--- src/rtl/tlb_victim_sel_pkg.sv ---
package tlb_victim_sel_pkg;

  typedef enum logic {
    REPL_ROUND = 1'b0,
    REPL_LRU   = 1'b1
  } repl_e;

  typedef enum logic {
    SCAN_FROM_ZERO = 1'b0,
    SCAN_FROM_PTR  = 1'b1
  } scan_e;

endpackage

--- src/rtl/tlb_vs_rr_ptr.sv ---
// Rotating pointer, advanced once per accepted allocation.
module tlb_vs_rr_ptr #(
  parameter int N_ENTRIES = 8,
  localparam int IDX_W = $clog2(N_ENTRIES)
) (
  input  logic             clk,
  input  logic             rst_n,
  input  logic             adv_i,
  output logic [IDX_W-1:0] ptr_o
);

  logic [IDX_W-1:0] ptr_q;
  logic [IDX_W-1:0] ptr_d;

  always_comb begin
    ptr_d = ptr_q;
    if (adv_i) begin
      ptr_d = ptr_q + IDX_W'(1);
    end
  end

  always_ff @(posedge clk or negedge rst_n) begin
    if (!rst_n) begin
      ptr_q <= '0;
    end else if (adv_i) begin
      ptr_q <= ptr_d;
    end
  end

  assign ptr_o = ptr_q;

endmodule

--- src/rtl/tlb_vs_age_array.sv ---
// Per-slot age counters; the updated slot becomes newest and every slot
// that was as young or younger moves one step older (saturating).
module tlb_vs_age_array #(
  parameter int N_ENTRIES = 8,
  localparam int IDX_W = $clog2(N_ENTRIES),
  localparam int AGE_W = IDX_W
) (
  input  logic                           clk,
  input  logic                           rst_n,
  input  logic                           upd_i,
  input  logic [IDX_W-1:0]               upd_idx_i,
  output logic [N_ENTRIES-1:0][AGE_W-1:0] ages_o
);

  localparam logic [AGE_W-1:0] AGE_MAX = '1;

  logic [N_ENTRIES-1:0][AGE_W-1:0] age_q;
  logic [N_ENTRIES-1:0][AGE_W-1:0] age_d;
  logic [AGE_W-1:0]                ref_age;

  assign ref_age = age_q[upd_idx_i];

  for (genvar g = 0; g < N_ENTRIES; g++) begin : g_slot
    logic hit;
    logic bump;

    assign hit  = (upd_idx_i == IDX_W'(g));
    assign bump = (age_q[g] <= ref_age) && (age_q[g] != AGE_MAX);

    always_comb begin
      age_d[g] = age_q[g];
      if (hit) begin
        age_d[g] = '0;
      end else if (bump) begin
        age_d[g] = age_q[g] + AGE_W'(1);
      end
    end

    always_ff @(posedge clk or negedge rst_n) begin
      if (!rst_n) begin
        age_q[g] <= '0;
      end else if (upd_i) begin
        age_q[g] <= age_d[g];
      end
    end
  end

  assign ages_o = age_q;

endmodule

--- src/rtl/tlb_vs_pick.sv ---
// Combinational victim choice: empty slot first, then the selected policy.
module tlb_vs_pick
  import tlb_victim_sel_pkg::*;
#(
  parameter int N_ENTRIES = 8,
  localparam int IDX_W = $clog2(N_ENTRIES),
  localparam int AGE_W = IDX_W
) (
  input  logic [N_ENTRIES-1:0]            valid_i,
  input  logic [N_ENTRIES-1:0][AGE_W-1:0] ages_i,
  input  logic [IDX_W-1:0]                rr_i,
  input  logic                            mode_i,
  input  logic                            tie_i,
  output logic [IDX_W-1:0]                pick_o
);

  repl_e            mode;
  scan_e            scan;
  logic             any_free;
  logic [IDX_W-1:0] free_idx;
  logic [AGE_W-1:0] max_age;
  logic [IDX_W-1:0] low_old;
  logic [IDX_W-1:0] rot_old;
  logic             rot_hit;
  logic [IDX_W-1:0] cand;

  assign mode = repl_e'(mode_i);
  assign scan = scan_e'(tie_i);

  // Lowest empty slot.
  always_comb begin
    any_free = 1'b0;
    free_idx = '0;
    for (int i = N_ENTRIES - 1; i >= 0; i--) begin
      if (!valid_i[i]) begin
        any_free = 1'b1;
        free_idx = IDX_W'(i);
      end
    end
  end

  // Largest age and its lowest holder.
  always_comb begin
    max_age = '0;
    for (int i = 0; i < N_ENTRIES; i++) begin
      if (ages_i[i] > max_age) begin
        max_age = ages_i[i];
      end
    end
    low_old = '0;
    for (int i = N_ENTRIES - 1; i >= 0; i--) begin
      if (ages_i[i] == max_age) begin
        low_old = IDX_W'(i);
      end
    end
  end

  // First oldest slot at or after the pointer, wrapping.
  always_comb begin
    rot_hit = 1'b0;
    rot_old = rr_i;
    cand    = rr_i;
    for (int k = 0; k < N_ENTRIES; k++) begin
      cand = rr_i + IDX_W'(k);
      if (!rot_hit && (ages_i[cand] == max_age)) begin
        rot_hit = 1'b1;
        rot_old = cand;
      end
    end
  end

  always_comb begin
    if (any_free) begin
      pick_o = free_idx;
    end else if (mode == REPL_ROUND) begin
      pick_o = rr_i;
    end else if (scan == SCAN_FROM_PTR) begin
      pick_o = rot_old;
    end else begin
      pick_o = low_old;
    end
  end

endmodule

--- src/rtl/tlb_victim_sel.sv ---
module tlb_victim_sel #(
  parameter int N_ENTRIES = 8,
  localparam int IDX_W = $clog2(N_ENTRIES),
  localparam int AGE_W = IDX_W
) (
  input  logic                 clk,
  input  logic                 rst_n,
  input  logic                 cache_off_i,
  input  logic [N_ENTRIES-1:0] valid_i,
  input  logic                 alloc_req_i,
  input  logic                 touch_req_i,
  input  logic [IDX_W-1:0]     touch_idx_i,
  input  logic                 repl_mode_i,
  input  logic                 tie_sel_i,
  output logic                 victim_valid_o,
  output logic [IDX_W-1:0]     victim_idx_o
);

  logic                            alloc_go;
  logic                            touch_go;
  logic                            upd;
  logic [IDX_W-1:0]                upd_idx;
  logic [IDX_W-1:0]                rr_ptr;
  logic [IDX_W-1:0]                pick;
  logic [N_ENTRIES-1:0][AGE_W-1:0] ages;

  logic                            vv_q;
  logic                            vv_d;
  logic [IDX_W-1:0]                idx_q;
  logic [IDX_W-1:0]                idx_d;

  // Request qualification: cache-off blocks both, allocation wins a collision.
  assign alloc_go = alloc_req_i & ~cache_off_i;
  assign touch_go = touch_req_i & ~alloc_req_i & ~cache_off_i;
  assign upd      = alloc_go | touch_go;
  assign upd_idx  = alloc_go ? pick : touch_idx_i;

  tlb_vs_rr_ptr #(.N_ENTRIES(N_ENTRIES)) u_rr (
    .clk   (clk),
    .rst_n (rst_n),
    .adv_i (alloc_go),
    .ptr_o (rr_ptr)
  );

  tlb_vs_age_array #(.N_ENTRIES(N_ENTRIES)) u_age (
    .clk       (clk),
    .rst_n     (rst_n),
    .upd_i     (upd),
    .upd_idx_i (upd_idx),
    .ages_o    (ages)
  );

  tlb_vs_pick #(.N_ENTRIES(N_ENTRIES)) u_pick (
    .valid_i (valid_i),
    .ages_i  (ages),
    .rr_i    (rr_ptr),
    .mode_i  (repl_mode_i),
    .tie_i   (tie_sel_i),
    .pick_o  (pick)
  );

  always_comb begin
    vv_d  = alloc_go;
    idx_d = idx_q;
    if (alloc_go) begin
      idx_d = pick;
    end
  end

  always_ff @(posedge clk or negedge rst_n) begin
    if (!rst_n) begin
      vv_q <= 1'b0;
    end else begin
      vv_q <= vv_d;
    end
  end

  always_ff @(posedge clk or negedge rst_n) begin
    if (!rst_n) begin
      idx_q <= '0;
    end else if (alloc_go) begin
      idx_q <= idx_d;
    end
  end

  assign victim_valid_o = vv_q;
  assign victim_idx_o   = idx_q;

endmodule

--- config.mk ---
export PLATFORM = sky130hd
export DESIGN_NAME = tlb_victim_sel
export DESIGN_NICKNAME = d
export VERILOG_FILES = /design/src/rtl/tlb_victim_sel_pkg.sv /design/src/rtl/tlb_vs_rr_ptr.sv /design/src/rtl/tlb_vs_age_array.sv /design/src/rtl/tlb_vs_pick.sv /design/src/rtl/tlb_victim_sel.sv
export SDC_FILE = /design/constraint.sdc
export NUM_CORES = 1
export LEC_CHECK = 0
export BUFFER_PORTS_ARGS = -buffer_cell sky130_fd_sc_hd__buf_4
export CAP_MARGIN = 20
export CORE_AREA = 8 8 169 171
export CTS_CLUSTER_DIAMETER = 200
export DETAILED_ROUTE_END_ITERATION = 12
export DIE_AREA = 0 0 177 179
export GPL_ROUTABILITY_DRIVEN = 0
export MAX_ROUTING_LAYER = met4
export SLEW_MARGIN = 10
export SYNTH_ARGS = -nofsm -noshare
export SYNTH_HDL_FRONTEND = slang
export SYNTH_SLANG_ARGS = --single-unit
--- constraint.sdc ---
create_clock -name clk -period 17.2 [get_ports clk]
set_input_delay 1.72 -clock clk [delete_from_list [all_inputs] [get_ports clk]]
set_output_delay 1.72 -clock clk [all_outputs]
set_load 0.02 [all_outputs]
==> results.md <==
* Vertical die dimension at 179 µm
* Max transition margin at about two fifths
* Placement-stage worst setup slack at 2260 ps
* Count of input and output buffers at 21
* Max_cap viols at 0
* Data arrival time of the critical path at about 15000 ps
* Antenna violations before repair at 0
* Floorplan core area at 25800 µm²
* Area of the die at 31700 µm²
* Total I/O pin count at 22
* Layout Cells excl Fill at 987
* Crit Reg-Reg Endpoint: u_age.ages_o[21]$_DFFE_PN0P_
* Vias in the first global route at a little under 5k
* Number of antenna cells inserted at 0
* Reg2reg path depth at 56
* Maximum number of pins on one net before global-route repair at 32
* Syn. warnings at 0
* Final number of hold-violating endpoints at 0
* HPWL Detailed at between 10000 and 15000 µm
* Minimum clock period after layout at 15130 ps
* Most common flop cell mapped by yosys: dfrtp_1
* Post-synthesis cell type count at 91
* Launching point of the worst reg2reg path: u_age.ages_o[1]$_DFFE_PN0P_
* Instance count after placement with tap cells included at 979
* Total of flip-flops plus latches after synthesis at 31
* Number of setup buffers added after CTS at 0
* End of the worst hold path: victim_idx_o[2]$_DFFE_PN0P_
* Type of element capturing the critical path: flip-flop
* DR DRC count at 0
* Post-CTS resize count at 0
* Die width at around 180 µm
* Via count at 5082
* Top cells by area, synth: ha_1, dfrtp_1, mux4_2
* Routed wire per std cell at approximately 16 µm
* Worst-margin pin slew at 886 ps
* Fin Clk Skew at 6.01 ps
* Final Cycle Share at around 88%
* Area growth syn-to-layout at 9.50%
* Buffers from clock root to sink, at most at 2
* Number of CTS-inserted buffers at 5
* Clock slew seen by the registers of the worst setup and hold paths at 50 ps
* Worst reg2reg setup slack at just over 2000 ps
* Most Frequent Cell on Critical Path: ha_1
* Clock tree from TritonCTS: yes
* Fin nets at 733
* Commonest non-fill, non-tap cell in the layout: ha_1
* Sequential-to-total area share from yosys stat at 13.3%
* Number of clock sinks at 31
* Final count of pins violating max slew at 0
* FFs w/ async S/R, synth at 100%
* Maximum net fanout on the critical path at 15
* Count of buffer and inverter cells on the critical path at 2
* Top cell family by delay on the critical path: compound AO/OA/AOI/OAI gates
* Pre-Repair DR Iteration Count at 5
* Ratio of routed vias to standard cells at 5.15
* Area of the mapped netlist at 5820 µm²
* First-pass GRT wire length at roughly 26000 µm
* Max H-tree Level at 2
* Site Rows at 59
* Delay of the slowest cell on the worst path at 730 ps
* Fmax at between 0.06 and 0.07 GHz
* Number of synthesized flops with an enable pin at 0
* Hold path startpoint: victim_idx_o[2]$_DFFE_PN0P_
* Skew-Pair Late Insertion Delay at 280 ps
* Aggregate global routing overflow at 0
* Instance count of the mapped netlist at 656
* Cts hold-fix bufs at 0
* Slowest stage cell on the critical path: or2_0
* Syn_nets at roughly 740
* Req. time, crit path at roughly 17000 ps
* Mean post-synth cell area at slightly below 9 µm²
* Total GRT Usage at about 10%
* Share of final-layout standard cells stronger than drive strength 1 at 16.1%
* WS Path Type: reg -> reg
* Yosys top cell by area: ha_1
* Setup WS post-layout at about 2100 ps
* Routed Wire Length at ~16000 µm
* Root buffer cell: clkbuf_16
* Number of violations reported at the end of detailed-routing iteration 0 at between 300 and 400
* Most frequent cells in the layout: ha_1, nand2_1, xnor2_1, nor2_1, mux2i_1
* Final setup fails at 0
* Initial core utilization at 22.6%
* Critical Path Source Type: flip-flop
* Class of the tightest hold or removal check: reg -> reg
* Post-detailed-route count of antenna-violating nets at 0
* Setup TNS Final at 0 ps
* Run status: complete, no violations
* Area share of the largest cell type after synthesis at 13.8%
* Hold depth at 2
* Setup repair after global routing missed its margin: no
## flip-flops by register name (all words and copies together), names as in the netlist
name            cells
victim_idx_o        3
u_rr.ptr_o          3
u_age.ages_o       24
victim_valid_o      1
## routing by layer
layer | track usage, % | vias to the layer above | part of all wire [%]
met3 | 1.62 | 27 | 4.7
met2 | 16.8 | 131 | 48
met4 | 2.84 | 0 | 2.3
li1 | - | 2452 | -
met1 | 13.2 | 2472 | 45
met5 | - | - | 0
## cell families after synthesis
| kind of cell | share of synthesized area [%] |
|---|---|
| and+or+nand+nor | 17.0 |
| AOI/OAI and AO/OA | 22.3 |
| muxes | 18.3 |
| buffers and inverters | 5.29 |
| xor gates and xnor gates | 10.0 |
| adders and majority gates | 13.8 |
| DFF | 13.3 |
## final cells by class
class,instances,area (µm²)
fillers,2734,19400
multi-input cells,559,4740
flip-flops and latches,31,776
well taps,335,419
repair buffers,26,195
clock buffers,6,129
inverters,28,105
clock inverters,2,12.5
## worst max path at each step
stage | start | depth (start not counted) | slack (ps) | endpoint
floorplan | u_age.ages_o[1]$_DFFE_PN0P_ | 61 | 4390 | u_age.ages_o[21]$_DFFE_PN0P_
global placement | u_age.ages_o[1]$_DFFE_PN0P_ | 58 | 2350 | u_age.ages_o[21]$_DFFE_PN0P_
detailed placement | u_age.ages_o[1]$_DFFE_PN0P_ | 58 | 2260 | u_age.ages_o[21]$_DFFE_PN0P_
CTS | u_age.ages_o[1]$_DFFE_PN0P_ | 56 | 2190 | u_age.ages_o[21]$_DFFE_PN0P_
global route | u_age.ages_o[1]$_DFFE_PN0P_ | 59 | 1050 | u_age.ages_o[21]$_DFFE_PN0P_
finish | u_age.ages_o[1]$_DFFE_PN0P_ | 56 | 2070 | u_age.ages_o[21]$_DFFE_PN0P_
## tightest hold or removal path: stages, from the launching register on
cell and delay, ps:
dfrtp_1 360, a21oi_1 70, nand2_1 60
## Yosys cell counts, types with 5 or more instances
cell type,n
o21ai_1,8
a21o_1,11
a211oi_1,6
or3_1,5
ha_1,64
xor2_1,13
nor2_1,45
a22oi_1,5
nor3_1,10
a21oi_1,34
nand2b_1,6
buf_2,8
dfrtp_1,31
o21ai_0,15
clkbuf_1,16
nand3_1,18
o22ai_1,5
a31oi_1,13
nor2b_1,6
mux2_2,11
nand2_1,50
nand3b_1,6
mux4_2,20
buf_4,5
nor3b_1,6
o21a_1,5
inv_1,24
mux2i_1,44
o211ai_1,6
a22o_1,9
xnor2_1,48
## metrics by stage
| step | instance area [µm²] | hold slack (ps) | utilization (%) |
|---|---|---|---|
| after floorplan | 5820 | 593 | - |
| after global placement | 6230 | 503 | 24.2 |
| after detailed placement | 6230 | 510 | 24.2 |
| after CTS | 6370 | 523 | 24.7 |
| after global routing | 6370 | 561 | 24.7 |
| final | 6370 | 519 | 24.7 |
Power is left out: the tool's default activity adds up to more than one toggle a clock period on the data nets, which glitch-free logic cannot reach.
